--- config.mk ---
export PLATFORM = sky130hd
export DESIGN_NAME = half_to_single
export DESIGN_NICKNAME = d
export VERILOG_FILES = /design/src/rtl/h2s_pkg.sv /design/src/rtl/h2s_classify.sv /design/src/rtl/h2s_lzc.sv /design/src/rtl/h2s_pack.sv /design/src/rtl/half_to_single.sv
export SDC_FILE = /design/constraint.sdc
export NUM_CORES = 1
export LEC_CHECK = 0
export ABC_AREA = 1
export BUFFER_PORTS_ARGS = -buffer_cell sky130_fd_sc_hd__buf_2
export CAP_MARGIN = 25
export CORE_ASPECT_RATIO = 0.8
export CORE_MARGIN = 5
export CORE_UTILIZATION = 55
export DETAILED_ROUTE_END_ITERATION = 8
export PLACE_DENSITY = 0.85
export RECOVER_POWER = 25
export SYNTH_ARGS = -nofsm -noshare
export SYNTH_HDL_FRONTEND = slang
export SYNTH_SLANG_ARGS = --single-unit
export TNS_END_PERCENT = 5
--- constraint.sdc ---
create_clock -name clk_i -period 0.9 [get_ports clk_i]
set_input_delay 0.09 -clock clk_i [delete_from_list [all_inputs] [get_ports clk_i]]
set_output_delay 0.09 -clock clk_i [all_outputs]
set_load 0.01 [all_outputs]
--- src/rtl/h2s_pkg.sv ---
package h2s_pkg;
  localparam int unsigned HP_EXP_W = 5;
  localparam int unsigned HP_MAN_W = 10;
  localparam int unsigned HP_W     = 1 + HP_EXP_W + HP_MAN_W;
  localparam int unsigned SP_EXP_W = 8;
  localparam int unsigned SP_MAN_W = 23;
  localparam int unsigned SP_W     = 1 + SP_EXP_W + SP_MAN_W;
  localparam int unsigned HP_BIAS  = (1 << (HP_EXP_W - 1)) - 1;
  localparam int unsigned SP_BIAS  = (1 << (SP_EXP_W - 1)) - 1;
  localparam int unsigned REBIAS   = SP_BIAS - HP_BIAS;
  localparam int unsigned MAN_PAD  = SP_MAN_W - HP_MAN_W;
  localparam int unsigned LZC_W    = $clog2(HP_MAN_W + 1);

  typedef enum logic [2:0] {
    CLS_ZERO,
    CLS_SUB,
    CLS_NORM,
    CLS_INF,
    CLS_NAN
  } fp_cls_e;
endpackage

--- src/rtl/h2s_classify.sv ---
module h2s_classify
  import h2s_pkg::*;
(
  input  logic [HP_EXP_W-1:0] exp_i,
  input  logic [HP_MAN_W-1:0] man_i,
  output fp_cls_e             cls_o
);
  logic exp_zero, exp_ones, man_zero;
  assign exp_zero = (exp_i == '0);
  assign exp_ones = (exp_i == '1);
  assign man_zero = (man_i == '0);

  always_comb begin
    if (exp_ones)      cls_o = man_zero ? CLS_INF : CLS_NAN;
    else if (exp_zero) cls_o = man_zero ? CLS_ZERO : CLS_SUB;
    else               cls_o = CLS_NORM;
  end
endmodule

--- src/rtl/h2s_lzc.sv ---
module h2s_lzc #(
  parameter int unsigned W = 10,
  localparam int unsigned CNT_W = $clog2(W + 1)
) (
  input  logic [W-1:0]     vec_i,
  output logic [CNT_W-1:0] cnt_o
);
  // The highest set bit is the last one written, so it wins.
  always_comb begin
    cnt_o = CNT_W'(W);
    for (int i = 0; i < W; i++) begin
      if (vec_i[i]) cnt_o = CNT_W'(W - 1 - i);
    end
  end
endmodule

--- src/rtl/h2s_pack.sv ---
module h2s_pack
  import h2s_pkg::*;
(
  input  logic                sign_i,
  input  logic [HP_EXP_W-1:0] exp_i,
  input  logic [HP_MAN_W-1:0] man_i,
  input  fp_cls_e             cls_i,
  input  logic [LZC_W-1:0]    lzc_i,
  output logic [SP_W-1:0]     word_o
);
  localparam int unsigned NORM_SH_W = HP_MAN_W + 1;

  logic [NORM_SH_W-1:0] sub_shift;
  logic [HP_MAN_W-1:0]  sub_frac;
  logic [SP_EXP_W-1:0]  sub_exp, norm_exp;
  logic [SP_EXP_W-1:0]  exp_f;
  logic [SP_MAN_W-1:0]  man_f;

  // Shift the leading one out past the top of the fraction.
  assign sub_shift = {1'b0, man_i} << (lzc_i + LZC_W'(1));
  assign sub_frac  = sub_shift[HP_MAN_W-1:0];
  assign sub_exp   = SP_EXP_W'(REBIAS) - SP_EXP_W'(lzc_i);
  assign norm_exp  = SP_EXP_W'(exp_i) + SP_EXP_W'(REBIAS);

  always_comb begin
    unique case (cls_i)
      CLS_ZERO: begin exp_f = '0;       man_f = '0;                     end
      CLS_SUB:  begin exp_f = sub_exp;  man_f = {sub_frac, MAN_PAD'(0)}; end
      CLS_NORM: begin exp_f = norm_exp; man_f = {man_i, MAN_PAD'(0)};    end
      CLS_INF:  begin exp_f = '1;       man_f = '0;                     end
      CLS_NAN:  begin
        exp_f = '1;
        man_f = {man_i, MAN_PAD'(0)};
        man_f[SP_MAN_W-1] = 1'b1;
      end
      default:  begin exp_f = '0;       man_f = '0;                     end
    endcase
  end

  assign word_o = {sign_i, exp_f, man_f};
endmodule

--- src/rtl/half_to_single.sv ---
module half_to_single
  import h2s_pkg::*;
#(
  parameter bit REG_OUT = 1'b1
) (
  input  logic            clk_i,
  input  logic            rst_ni,
  input  logic            valid_i,
  input  logic [HP_W-1:0] half_i,
  output logic            valid_o,
  output logic [SP_W-1:0] single_o
);
  logic                sign;
  logic [HP_EXP_W-1:0] exp_f;
  logic [HP_MAN_W-1:0] man_f;
  fp_cls_e             cls;
  logic [LZC_W-1:0]    lzc;
  logic [SP_W-1:0]     word;

  assign {sign, exp_f, man_f} = half_i;

  h2s_classify u_cls (.exp_i(exp_f), .man_i(man_f), .cls_o(cls));

  h2s_lzc #(.W(HP_MAN_W)) u_lzc (.vec_i(man_f), .cnt_o(lzc));

  h2s_pack u_pack (
    .sign_i(sign), .exp_i(exp_f), .man_i(man_f),
    .cls_i(cls), .lzc_i(lzc), .word_o(word)
  );

  if (REG_OUT) begin : g_reg
    always_ff @(posedge clk_i or negedge rst_ni) begin
      if (!rst_ni) begin
        valid_o  <= 1'b0;
        single_o <= '0;
      end else begin
        valid_o <= valid_i;
        if (valid_i) single_o <= word;
      end
    end
  end else begin : g_comb
    assign valid_o  = valid_i;
    assign single_o = word;
  end
endmodule

**Word-level counts from Yosys, hierarchy flattened**

Index checks and enable logic that the tools add are counted.

- Shift-type cells: 1
- Bitwise logic cells: 0
- Mux-type cells: 16
- Reduce and logical (&&, ||, !) cells: 3
- Eq/ne operators: 5
- Div/mod/pow operators: 0
- $add $sub $neg: 3
- Multiply operators: 0
- Magnitude comparators: 0

Operators with widths:

| cell | number |
|---|---|
| $pmux W23 S3 | 1 |
| $mux W4 | 8 |
| $pmux W8 S3 | 1 |
| $logic_not A10 Y1 | 1 |
| $shl A10 B4 Y10 | 1 |
| $mux W3 | 3 |
| $add A5 B7 Y8 const B | 1 |
| $sub A7 B4 Y8 const A | 1 |
| $eq A3 B2 Y1 const B | 2 |
| $eq A5 B5 Y1 const B | 1 |
| $logic_not A5 Y1 | 1 |
| $add A4 B1 Y4 const B | 1 |
| $mux W2 | 2 |
| $eq A3 B1 Y1 const B | 1 |
| $eq A3 B3 Y1 const B | 1 |
| $reduce_or A2 Y1 | 1 |
| $mux W1 | 1 |

- Memories kept: 0
- Output and inout bits: 33
- Register bits after elaboration: 33
- Latch bits: 0
- RAM bits: 0
- Bits in read-only memories: 0
- Input bits: 19
- Logic and storage cells: 30

**Depth between registers and ports, before layout**

Gate-level depths: netlist (run 1).

- Depth after elaboration: 13
- Mapped depth: 21
- Gate-level depth less buffers: 19

**Hierarchy**

Synthesis (run 1) repeated with hierarchy kept, for this count alone.

- Cells, all modules: 349
- Area, all modules: 2399.8 µm²

By module, submodules not included:

| module | times used | cells an instance | sequential area each (µm²) | area each (µm²) |
|---|---|---|---|---|
| half_to_single | 1 | 137 | 825.8 | 1317.5 |
| h2s_pack | 1 | 163 | 0.0 | 875.8 |
| h2s_lzc | 1 | 26 | 0.0 | 112.6 |
| h2s_classify | 1 | 23 | 0.0 | 93.8 |

**Least setup slack after synthesis (run 1)**

No wires, ideal clock.

- Path type: in2reg
- Start: input port half_i[1]
- End: register single_o[22]
- Stages on the path: 21
- Slack: -915 ps
- Required time: 784 ps
- Buffers on the path: 2
- Arrival: 1698 ps
- Library setup time: 116 ps
- Path through: inv_1 -> nand2_1 -> nand2_1 -> nand2_1 -> nand2_1 -> nand2_1 -> nand2_2 -> nand2_4 -> nand2_4 -> buf_8 -> inv_1 -> ha_1 -> buf_2 -> a21oi_1 -> a21oi_1 -> a21oi_1 -> nand2_1 -> nand2_1 -> nand2_1 -> nand2_1 -> nand2_1

- Cells in the longest elaborated chain, start to end: 12
- Elaborated cells on any way between the ends: 20
- Those cells by class: add/sub (1); eq/ne (3); shift (1); mux (14); reduce/logical (1)

RTL lines:

| what | RTL line | RTL |
|---|---|---|
| start: declaration | half_to_single.sv:9 | `input logic [HP_W-1:0] half_i,` |
| $mux W2 | h2s_lzc.sv:12 | `if (vec_i[i]) cnt_o = CNT_W'(W - 1 - i);` |
| $mux W4 (8 in a row) | h2s_lzc.sv:12 |  |
| $add A4 B1 Y4 | h2s_pack.sv:20 | `assign sub_shift = {1'b0, man_i} << (lzc_i + LZC_W'(1));` |
| $shl A10 B4 Y10 | h2s_pack.sv:20 |  |
| $pmux W23 S3 * | h2s_pack.sv:26 | `unique case (cls_i)` |
| end signal: assignment | half_to_single.sv:38 | `if (valid_i) single_o <= word;` |
| end: declaration | half_to_single.sv:11 | `output logic [SP_W-1:0] single_o` |

Mark *: on every way between the ends. The rest lies on a longest branch, timed or not.
A chain may end at the register's enable or synchronous reset.

**Worst setup path in the final report (run 1)**

- Start: input port half_i[3]
- End: register single_o[21]

- Cells in the longest elaborated chain, start to end: 10
- Elaborated cells on any way between the ends: 18
- Those cells by class: add/sub (1); eq/ne (3); shift (1); mux (12); reduce/logical (1)

RTL lines:

| what | RTL line |
|---|---|
| $mux W4 (7 in a row) | h2s_lzc.sv:12 |
| $add A4 B1 Y4 | h2s_pack.sv:20 |
| $shl A10 B4 Y10 | h2s_pack.sv:20 |
| $pmux W23 S3 * | h2s_pack.sv:26 |

Marks and branches as above.

==> flow_summary_export.csv, run 1 <==
group,metric,value,unit
critical_path,crit_path_end_kind,"flop",
sta,finClkSkew,0,ns
sta,setup_viol,16,
clock_network,clkSinkCount,19,
cells_and_area,nets,359,
die,die_h,59.4,um
critical_path,cp.arrival,1.67,ns
route,routed_wl,5.05,mm
yosys,netlist_area,1680,um2
route,drt_iter0_markers,140,
sta,min_period,1.52,ns
sta,setup_tns,-8.04,ns
route,vias,1950,
die,die_x,71.8,um
die,dieArea,4270,um2
yosys,synth-edff-count,0,
die,core_area,3020,um2
critical_path,cp-start-kind,"input port",
run,drv_cap,0,
pwr,power_density,1100,nW/um2
sta,rsz0062_at_grt,"true",
sta,max_freq,0.657,GHz
route,drc_errors,0,
route,wl_per_cell,13.4,um
sta,post-route-period-util,169,%
route,viasPerCell,5.17,
pwr,vdd_drop_max,1.00,mV
yosys,syn-mean-instance-area,6.89,um2
die,ios,52,
yosys,async_flop_share,100,%
global_routing,grt_pass1_wl,8.06,mm
route,drtAntennaViolNets,0,
global_routing,grt_start_max_net_pins,20,
clock_network,clk_pin_slew,0.07,ns
yosys,ys_types,35,
sta,drv_slew,0,
cells_and_area,syn_to_final_growth,44.5,%
sta,worst_slack,-0.622,ns
clock_network,cts_buffer_depth,2,
global_routing,overflow,0,
die,rows,18,
clock_network,cts_buffers,3,
cells_and_area,drive_gt1_share,44.2,%
clock_network,clock_latency,0.25,ns
place,place_hpwl,4.11,mm
critical_path,cp_data_required_time,1.05,ns
critical_path,path_class,"in -> reg",
yosys,yosys_register_bits,19,
status,violations,"negative setup slack",
global_routing,grt_usage,24.2,%
global_routing,first_global_vias,1792,
route,drtPass1Iterations,4,
status,outcome,"finished with violations",
critical_path,worstPathMaxFanout,8,
worst_hold_path,hold_class,"in -> reg",
global_routing,antenna_found_initial,0,
cells_and_area,fillers,221,
cells_and_area,antenna-diode-count,0,
clock_network,cts_tree,"done",
clock_network,cts-root-buf,"clkbuf_8",
yosys,postSynthCellCount,244,
sta,hold_violations,0,
yosys,synth-seq-area-share,28.3,%
pwr,p_leak,1.34,nW
place,port_buffers,38,
yosys,yosysWarnings,0,
yosys,synth_ff_type,"dfrtp_1",
place,gp_congestion,0.946,
clock_network,h-tree-depth,1,
cells_and_area,final_core_util,80.4,%
die,initial_core_util,55.7,%
==> layer usage <==
metal / global-route usage, % / vias to the layer above / wire (um)
met5: 0 / - / 0
met4: 5.90 / 0 / 128
met3: 4.41 / 16 / 361
met2: 41.9 / 88 / 2450
met1: 31.5 / 901 / 2110
li1: - / 945 / -
==> cells in the mapped netlist (2+ instances only) <==
library cell	number	area, um2
nand2_1	82	308
clkbuf_1	2	7.51
nand3_4	2	35.0
o211ai_1	2	15.0
buf_4	15	113
nor2_2	2	12.5
a21oi_2	2	17.5
a21o_1	2	15.0
a21oi_1	13	65.1
inv_2	6	22.5
dfrtp_1	19	475
o21ai_0	6	30.0
nand4_1	2	12.5
nor2_4	2	22.5
nand3_1	22	110
o21ai_1	7	35.0
nand2_2	9	56.3
nor2_1	8	30.0
buf_2	2	10.0
inv_1	19	71.3
a31oi_1	2	12.5
nand2_4	4	45.0
ha_1	2	25.0
==> power breakdown <==
group | switching, mW | internal (mW)
Clock | 0.271 | 0.314
Combinational | 0.620 | 0.483
Sequential | 0.0441 | 0.934
Total | 0.935 | 1.73
==> repair_timing <==
action,in CTS,in global routing
setup endpoints to repair,16,25
pin swaps,4,9
gates cloned,0,0
hold endpoints to repair,19,0
buffers inserted,2,4
hold buffers,1,0
gates resized for setup,8,13
==> worst paths after layout <==
path,slack [ns],to,depth (start not counted),start
min,0.07,single_o[31],3,half_i[15]
max,-0.62,single_o[21],15,half_i[3]
min in group asynchronous,0.32,single_o[30],2,rst_ni
max reg2reg,0.19,single_o[29],1,single_o[29]
min reg2reg,0.48,single_o[23],2,single_o[23]
max in group asynchronous,0.26,single_o[22],2,rst_ni
==> state kept, by name, summed over array words and instances, names as in the netlist <==
| signal | flops |
|---|---|
| single_o | 18 |
| valid_o | 1 |
==> area by class of cell <==
cell class              count  area (um2)  area share (%)
inverters                  26         118            4.85
well taps                  40        50.0            2.06
flip-flops and latches     19         475            19.6
multi-input cells         191        1080            44.4
repair buffers             97         661            27.2
clock buffers               4        45.0            1.86
==> per-stage QoR <==
| step | std cells | hold WS (ns) | total power [mW] | setup WS [ns] | cell area [um2] |
|---|---|---|---|---|---|
| 2_1_floorplan | 256 | -0.206 | 1.62 | -0.748 | 1790 |
| 3_3_place_gp | 366 | 0.0389 | 1.96 | -0.864 | 2260 |
| 3_5_place_dp | 366 | 0.0528 | 2.00 | -0.939 | 2260 |
| 4_1_cts | 373 | 0.0591 | 2.62 | -0.591 | 2360 |
| 5_1_grt | 377 | 0.0761 | 2.83 | -0.750 | 2430 |
| 6_report | 377 | 0.0669 | 2.67 | -0.622 | 2430 |
==> critical path: stages <==
cell and delay, ns:
buf_2 0.12, nor2_2 0.17, nand2_1 0.07, nand2_1 0.07
a21oi_2 0.07, buf_4 0.14, ha_4 0.17, xnor2_4 0.25
inv_4 0.10, nand4_1 0.11, o21ai_1 0.09, nand2_1 0.07
nand2_1 0.05, nand2_1 0.05, nand2_1 0.05
==> kinds of logic (layout without fill, tap and decap cells) <==
| logic type | after synthesis | count (layout) | synth area share (%) |
|---|---|---|---|
| AO/OA/AOI/OAI | 36 | 36 | 12.7 |
| XOR/XNOR | 2 | 2 | 2.16 |
| adder cells (fa/ha/maj) | 2 | 2 | 1.49 |
| buffers and inverters | 46 | 127 | 14.6 |
| flip-flops | 19 | 19 | 28.3 |
| other | 1 | 13 | 0.223 |
| AND/OR/NAND/NOR | 138 | 138 | 40.5 |
==> layout by cell type (no fill, tap or decap), types with 3 or more instances in the layout <==
cell       n
a21oi_1    9
a21oi_2    6
buf_2     35
buf_4     57
clkbuf_8   3
conb_1    13
dfrtp_1   19
inv_1     14
inv_2      8
inv_4      3
nand2_1   79
nand2_2   12
nand2_4    4
nand3_1   19
nand3_2    3
nand3_4    3
nor2_1     8
o21ai_0    4
o21ai_1    8
Power figures use the tool's default switching activity.
==> run 2: changes to the inputs <==
--- a/config.mk
+++ b/config.mk
@@ -6,7 +6,7 @@
 export NUM_CORES = 1
 export LEC_CHECK = 0
 export ABC_AREA = 1
-export BUFFER_PORTS_ARGS = -buffer_cell sky130_fd_sc_hd__buf_2
+export BUFFER_PORTS_ARGS = -buffer_cell sky130_fd_sc_hd__buf_4
 export CAP_MARGIN = 25
 export CORE_ASPECT_RATIO = 0.8
 export CORE_MARGIN = 5
==> run 2 against run 1 <==
  * Die area unchanged
  * Clock skew unchanged
  * The run still ends with negative setup slack left
  * Sequential cell count unchanged
  * Highest routed layer unchanged
  * Global-route usage up 3.2 points
  * Worst hold slack better by 0.018 ns
  * Non-clock buffer count up 1
  * Clock power up 1%
  * Clock-buffer cell count unchanged
  * Design area up 11%
  * Largest cell class unchanged
  * Utilization up 8.7 points
  * Via count up 8.6%
==> flow_summary_export.csv, run 2 (synthesized netlist as in run 1, its figures left out) <==
group,metric,value,unit
route,drc_errors,0,
clock_network,clk_pin_slew,0.07,ns
critical_path,path_class,"in -> reg",
cells_and_area,final_core_util,89.1,%
sta,setup_tns,-9.00,ns
die,die_h,59.4,um
pwr,power_density,1090,nW/um2
clock_network,cts_tree,"done",
global_routing,grt_usage,27.4,%
sta,finClkSkew,0,ns
pwr,vdd_drop_max,0.905,mV
sta,setup_viol,18,
die,initial_core_util,55.7,%
critical_path,cp_common_cell,"nand2_1",
sta,min_period,1.65,ns
sta,rsz0062_at_grt,"true",
global_routing,overflow,0,
clock_network,h-tree-depth,1,
place,dp_cells,363,
critical_path,max_stage_delay,0.28,ns
critical_path,cp.arrival,1.78,ns
cells_and_area,top_regs,"single_o: 18 flops, valid_o: 1 flops",
route,drtPass1Iterations,6,
pwr,p_leak,1.41,nW
route,wl_per_cell,16.5,um
cells_and_area,nets,360,
route,drtAntennaViolNets,0,
route,routed_wl,6.23,mm
cells_and_area,drive_gt1_share,47.6,%
run,drv_cap,0,
critical_path,crit_chain,"buf_12, inv_12, nand2_2, nand2_1, nand2_1, nand2_1, nand2_1, nand2_2, nand2_4, nand2_4, ha_4, xnor2_4, inv_4, nand4_1, nor2_1, a21oi_1, o21ai_1",
status,violations,"negative setup slack",
route,viasPerCell,5.60,
route,vias,2117,
critical_path,worstRegToRegCells,1,
critical_path,endpoint,"single_o[13]",
critical_path,regToRegEndpoint,"single_o[29]",
critical_path,slowest_stage,"xnor2_4",
critical_path,cp-start-kind,"input port",
worst_hold_path,hold_class,"in -> reg",
die,core_area,3020,um2
clock_network,cts-root-buf,"clkbuf_8",
sta,holdWs,0.0847,ns
sta,hold_violations,0,
cells_and_area,largest_reg_flops,18,
critical_path,cp_data_required_time,1.03,ns
clock_network,cts_buffer_depth,2,
global_routing,grt_start_max_net_pins,20,
die,die_x,71.8,um
cells_and_area,fillers,145,
place,pre_cts_ws,-0.941,ns
cells_and_area,regArea,475,um2
global_routing,antenna_found_initial,0,
cells_and_area,final_common_cell,"nand2_1",
cells_and_area,multiInputGateArea,1160,um2
critical_path,crit_path_end_kind,"flop",
cells_and_area,antenna-diode-count,0,
die,dieArea,4270,um2
global_routing,grt_pass1_wl,9.11,mm
sta,post-route-period-util,183,%
cells_and_area,syn_to_final_growth,60.0,%
critical_path,worstPathMaxFanout,7,
sta,max_freq,0.606,GHz
critical_path,rr_startpoint,"single_o[29]",
global_routing,first_global_vias,1979,
critical_path,r2r_slack,0.19,ns
route,drt_iter0_markers,130,
die,rows,18,
cells_and_area,layout_common_cells,"78 x nand2_1, 75 x buf_4, 20 x buf_6, 19 x dfrtp_1, 14 x nand3_1",
status,outcome,"finished with violations",
die,ios,52,
sta,worst_slack,-0.751,ns
cells_and_area,final_cells,378,
place,place_hpwl,4.05,mm
critical_path,startpoint,"half_i[1]",
cells_and_area,top_register,"single_o",
clock_network,clock_latency,0.25,ns
place,port_buffers,38,
clock_network,clkSinkCount,19,
clock_network,cts_buffers,3,
sta,drv_slew,0,
place,gp_congestion,0.939,
run 2: how the worst min path moves through the flow:
stage | startpoint | slack (ns) | to | depth (start not counted)
2_1_floorplan | rst_ni | -0.21 | single_o[13] | 0
3_3_place_gp | rst_ni | -0.03 | single_o[30] | 1
3_5_place_dp | rst_ni | -0.02 | single_o[30] | 1
4_1_cts | half_i[15] | 0.05 | single_o[31] | 3
5_1_grt | half_i[15] | 0.08 | single_o[31] | 3
6_report | half_i[15] | 0.08 | single_o[31] | 3
run 2: critical path, delay by kind of cell:
family	cells	cell delay [ns]
compound gates	2	0.29
simple gates	10	0.69
buf+inv	3	0.23
fa+ha+maj	1	0.18
xor+xnor	1	0.28
run 2: through the flow:
step / cell area (um2) / total power [mW]
after floorplan: 1790 / 1.62
after global placement: 2350 / 2.04
after detailed placement: 2350 / 2.06
after CTS: 2570 / 2.76
after global routing: 2690 / 3.08
final: 2690 / 2.93
run 2: metal layers:
layer,share of wire (%),GRT usage [%]
met4,5.2,7.51
met5,0,0
met3,9.2,5.59
met1,36,33.5
met2,49,49.2
run 2: power breakdown:
group	leakage, nW	switching, mW	internal [mW]
sequential	0.231	0.0604	0.935
combinational	1.16	0.715	0.627
clock	0.0228	0.277	0.314
run 2: cell type report:
type	instances	share of cell area (%)
Inverter	26	4.56
Timing Repair Buffer	98	31.2
Clock buffer	4	1.68
Tap cell	40	1.86
Multi-Input combinational cell	191	43.0
Sequential cell	19	17.7
run 2: timing repair:
item / CTS / global route
setup endpoints to repair: 18 / 31
buffers inserted: 9 / 1
pin swaps: 20 / 11
resized for setup: 28 / 25
hold buffers: 1 / 0
hold endpoints to repair: 19 / 0
==> run 3: changes to the inputs <==
--- a/config.mk
+++ b/config.mk
@@ -10,11 +10,12 @@
 export CAP_MARGIN = 25
 export CORE_ASPECT_RATIO = 0.8
 export CORE_MARGIN = 5
-export CORE_UTILIZATION = 55
+export CORE_UTILIZATION = 60
 export DETAILED_ROUTE_END_ITERATION = 8
-export PLACE_DENSITY = 0.85
+export PLACE_DENSITY = 0.87
 export RECOVER_POWER = 25
 export SYNTH_ARGS = -nofsm -noshare
 export SYNTH_HDL_FRONTEND = slang
+export SYNTH_HIERARCHICAL = 1
 export SYNTH_SLANG_ARGS = --single-unit
 export TNS_END_PERCENT = 5
==> run 3 against run 2 <==
  * The run ends with design-rule violations, negative setup slack left
  * Worst hold slack worse by 0.044 ns
  * Critical path depth up 4
  * Total power up 73%
  * Sequential cell count up 14
  * Combinational power up 32%
  * Clock skew unchanged
  * Utilization up 4.8 points
  * Synthesized cell count up 43%
  * Design area up 34%
  * Global-route usage up 9.1 points
  * Critical path type unchanged
  * Critical endpoint is now single_o[20]
  * Largest cell class unchanged
==> flow_summary_export.csv, run 3 <==
group,metric,value,unit
status,outcome,"finished with violations",
status,violations,"design-rule violations, negative setup slack",
clock_network,cts_tree,"done",
yosys,yosysWarnings,6,
sta,worst_slack,-1.17,ns
global_routing,grtUsageMet2,59.2,%
pwr,power_density,1410,nW/um2
cells_and_area,antenna-diode-count,0,
critical_path,path_depth,21,
die,initial_core_util,62.7,%
yosys,synth_top_family_by_area,"simple AND/OR/NAND/NOR gates",
critical_path,crit_chain,"buf_12, clkinv_8, nand2_2, nand2_1, nand2_1, nand2_1, nand2_1, nand2_2, nand2_2, a21oi_4, buf_4, buf_4, nand2_1, nand2_2, nand2_1, nand3_1, o21ai_2, nand2_1, nand2_1, nand2_1, nand2_1",
cells_and_area,drive_gt1_share,40.8,%
critical_path,slowest_stage,"nand3_1",
route,drtPass1Iterations,9,
yosys,ys_types,35,
run,drv_cap,0,
yosys,synthTopCellsByCount,"151 x nand2_1, 33 x dfrtp_1, 29 x inv_1, 23 x nand3_1, 19 x nor2_1",
critical_path,crit_buf_inv,4,
critical_path,worstPathMaxFanout,9,
die,ios,52,
critical_path,cp_data_required_time,1.08,ns
critical_path,crit_path_end_kind,"flop",
die,core_area,3830,um2
yosys,synth-adder-area-share,1.04,%
cells_and_area,top_regs,"single_o: 32 flops, valid_o: 1 flops",
cells_and_area,layout_common_cells,"137 x nand2_1, 69 x buf_4, 36 x buf_6, 33 x dfrtp_1, 25 x inv_1",
clock_network,cts-root-buf,"clkbuf_8",
global_routing,grt_start_max_net_pins,34,
cells_and_area,top_register,"single_o",
pwr,vdd_drop_max,1.47,mV
critical_path,cp-start-kind,"input port",
sta,finClkSkew,0,ns
place,pre_cts_ws,-1.11,ns
clock_network,clock_latency,0.29,ns
cells_and_area,largest_reg_flops,32,
die,die_x,80.7,um
route,viasPerCell,6.53,
critical_path,max_stage_delay,0.23,ns
place,gp_congestion,0.972,
sta,holdWs,0.0408,ns
pwr,power,5.08,mW
critical_path,regToRegEndpoint,"single_o[18]",
clock_network,h-tree-depth,2,
route,routed_wl,12.0,mm
yosys,synth_xor_area_share,0,%
yosys,async_flop_share,100,%
yosys,synthSimpleGateAreaFrac,40.3,%
die,rows,20,
worst_hold_path,hold_class,"in -> reg",
yosys,syn-mean-instance-area,6.88,um2
die,dieArea,5370,um2
global_routing,antenna_found_initial,0,
yosys,synth_ff_type,"dfrtp_1",
sta,hold_violations,0,
critical_path,worstRegToRegCells,2,
global_routing,globalRoute.busiestLayer,"met2",
yosys,netlist_area,2400,um2
global_routing,grt_usage,36.5,%
critical_path,cp_top_family,"simple AND/OR/NAND/NOR gates",
critical_path,endpoint,"single_o[20]",
global_routing,grt_pass1_wl,14.7,mm
cells_and_area,fillers,122,
global_routing,use_met3,10.1,%
global_routing,first_global_vias,2913,
global_routing,met1_usage,43.8,%
cells_and_area,syn_to_final_growth,49.7,%
yosys,yosys_register_bits,33,
yosys,postSynthCellCount,349,
yosys,muxShareOfSynthArea,0,%
cells_and_area,final_common_cell,"nand2_1",
route,wl_per_cell,23.7,um
yosys,yosysTopAreaCellShare,34.4,%
place,port_buffers,51,
sta,min_period,2.07,ns
critical_path,r2r_slack,0.10,ns
route,drt_iter0_markers,637,
place,place_hpwl,4.89,mm
yosys,synth_most_common_cell,"nand2_1",
clock_network,clkSinkCount,33,
sta,max_freq,0.482,GHz
sta,drv_slew,0,
sta,post-route-period-util,230,%
clock_network,cts_buffers,5,
yosys,synth_compound_area_share,8.34,%
global_routing,overflow,0,
critical_path,rr_startpoint,"single_o[18]",
clock_network,cts_buffer_depth,2,
sta,rsz0062_at_grt,"true",
critical_path,path_class,"in -> reg",
critical_path,startpoint,"half_i[1]",
cells_and_area,nets,471,
yosys,synth-edff-count,0,
yosys,synth_area_leaders,"dfrtp_1 34%, nand2_1 24%, buf_4 5.0%, nand3_1 4.8%, inv_1 4.5%",
route,drtAntennaViolNets,0,
yosys,synth-seq-area-share,34.4,%
pwr,p_leak,1.92,nW
critical_path,cp_common_cell,"nand2_1",
sta,setup_viol,49,
route,drc_errors,122,
die,die_h,66.6,um
yosys,yosys.area.top_type,"dfrtp_1",
route,vias,3302,
clock_network,clk_pin_slew,0.08,ns
critical_path,cp.arrival,2.25,ns
==> run 3: cell types whose count changed in the layout (fill, tap and decap cells not counted), sizes merged, moves of 2 or more <==
cell / previous run / this run
a21o: 2 / 0
dfrtp: 19 / 33
clkinv: 0 / 3
nor2: 13 / 21
buf: 97 / 106
a21oi: 16 / 9
nand2: 95 / 168
o21ai: 13 / 18
clkbuf: 4 / 7
inv: 26 / 32
==> run 3: final cells by class <==
class	instances	area (um2)	area share, %
Timing Repair Buffer	107	953	26.5
Inverter	35	176	4.91
Clock buffer	7	86.3	2.40
Clock inverter	1	30.0	0.836
Multi-Input combinational cell	268	1450	40.4
Tap cell	55	68.8	1.92
Sequential cell	33	826	23.0
==> run 3: cell families after synthesis <==
group                      after synthesis
buffers and inverters                   60
other                                    1
DFF                                     33
adders and majority gates                2
AOI/OAI and AO/OA                       33
and+or+nand+nor                        220
==> run 3: worst min-delay path by stage <==
stage	startpoint	endpoint	slack (ns)	depth (start not counted)
detailed placement	rst_ni	single_o[8]	0.05	1
finish	half_i[15]	single_o[31]	0.04	3
floorplan	rst_ni	single_o[0]	-0.21	0
global placement	rst_ni	single_o[8]	0.05	1
CTS	half_i[15]	single_o[31]	0.02	3
global route	half_i[15]	single_o[31]	0.05	3
==> run 3: where the power goes <==
group          internal (mW)  total (mW)  switching [mW]
registers               1.63        1.77           0.147
clock network          0.904        1.53           0.626
logic                  0.750        1.77            1.02
total                   3.28        5.08            1.80
==> run 3: metal layers <==
| metal | routed length (um) | vias to the layer above |
|---|---|---|
| met3 | 1660 | 170 |
| met2 | 5110 | 402 |
| met5 | 0 | - |
| li1 | - | 1259 |
| met4 | 1390 | 0 |
| met1 | 3820 | 1471 |
==> run 3: repair_timing <==
item	4_1_cts	5_1_grt
hold buffers	1	0
pin swaps	14	22
cloned	0	0
setup endpoints to repair	44	50
endpoints found under the hold margin	33	0
resized for setup	56	43
setup buffers	6	2
==> run 3: per-stage QoR <==
step	util, %	instance area [um2]	setup TNS [ns]	cells
after floorplan	-	2480	-12.48	361
after global placement	79.6	3050	-15.47	489
after detailed placement	79.6	3050	-16.85	489
after CTS	89.7	3430	-10.57	504
after global routing	93.9	3590	-18.25	506
final	93.9	3590	-16.30	506
==> run 3: worst register-to-register path, stage by stage, from the launching register on <==
cell and delay [ns]:
dfrtp_1 0.42, nand2_1 0.13, nand2_1 0.12
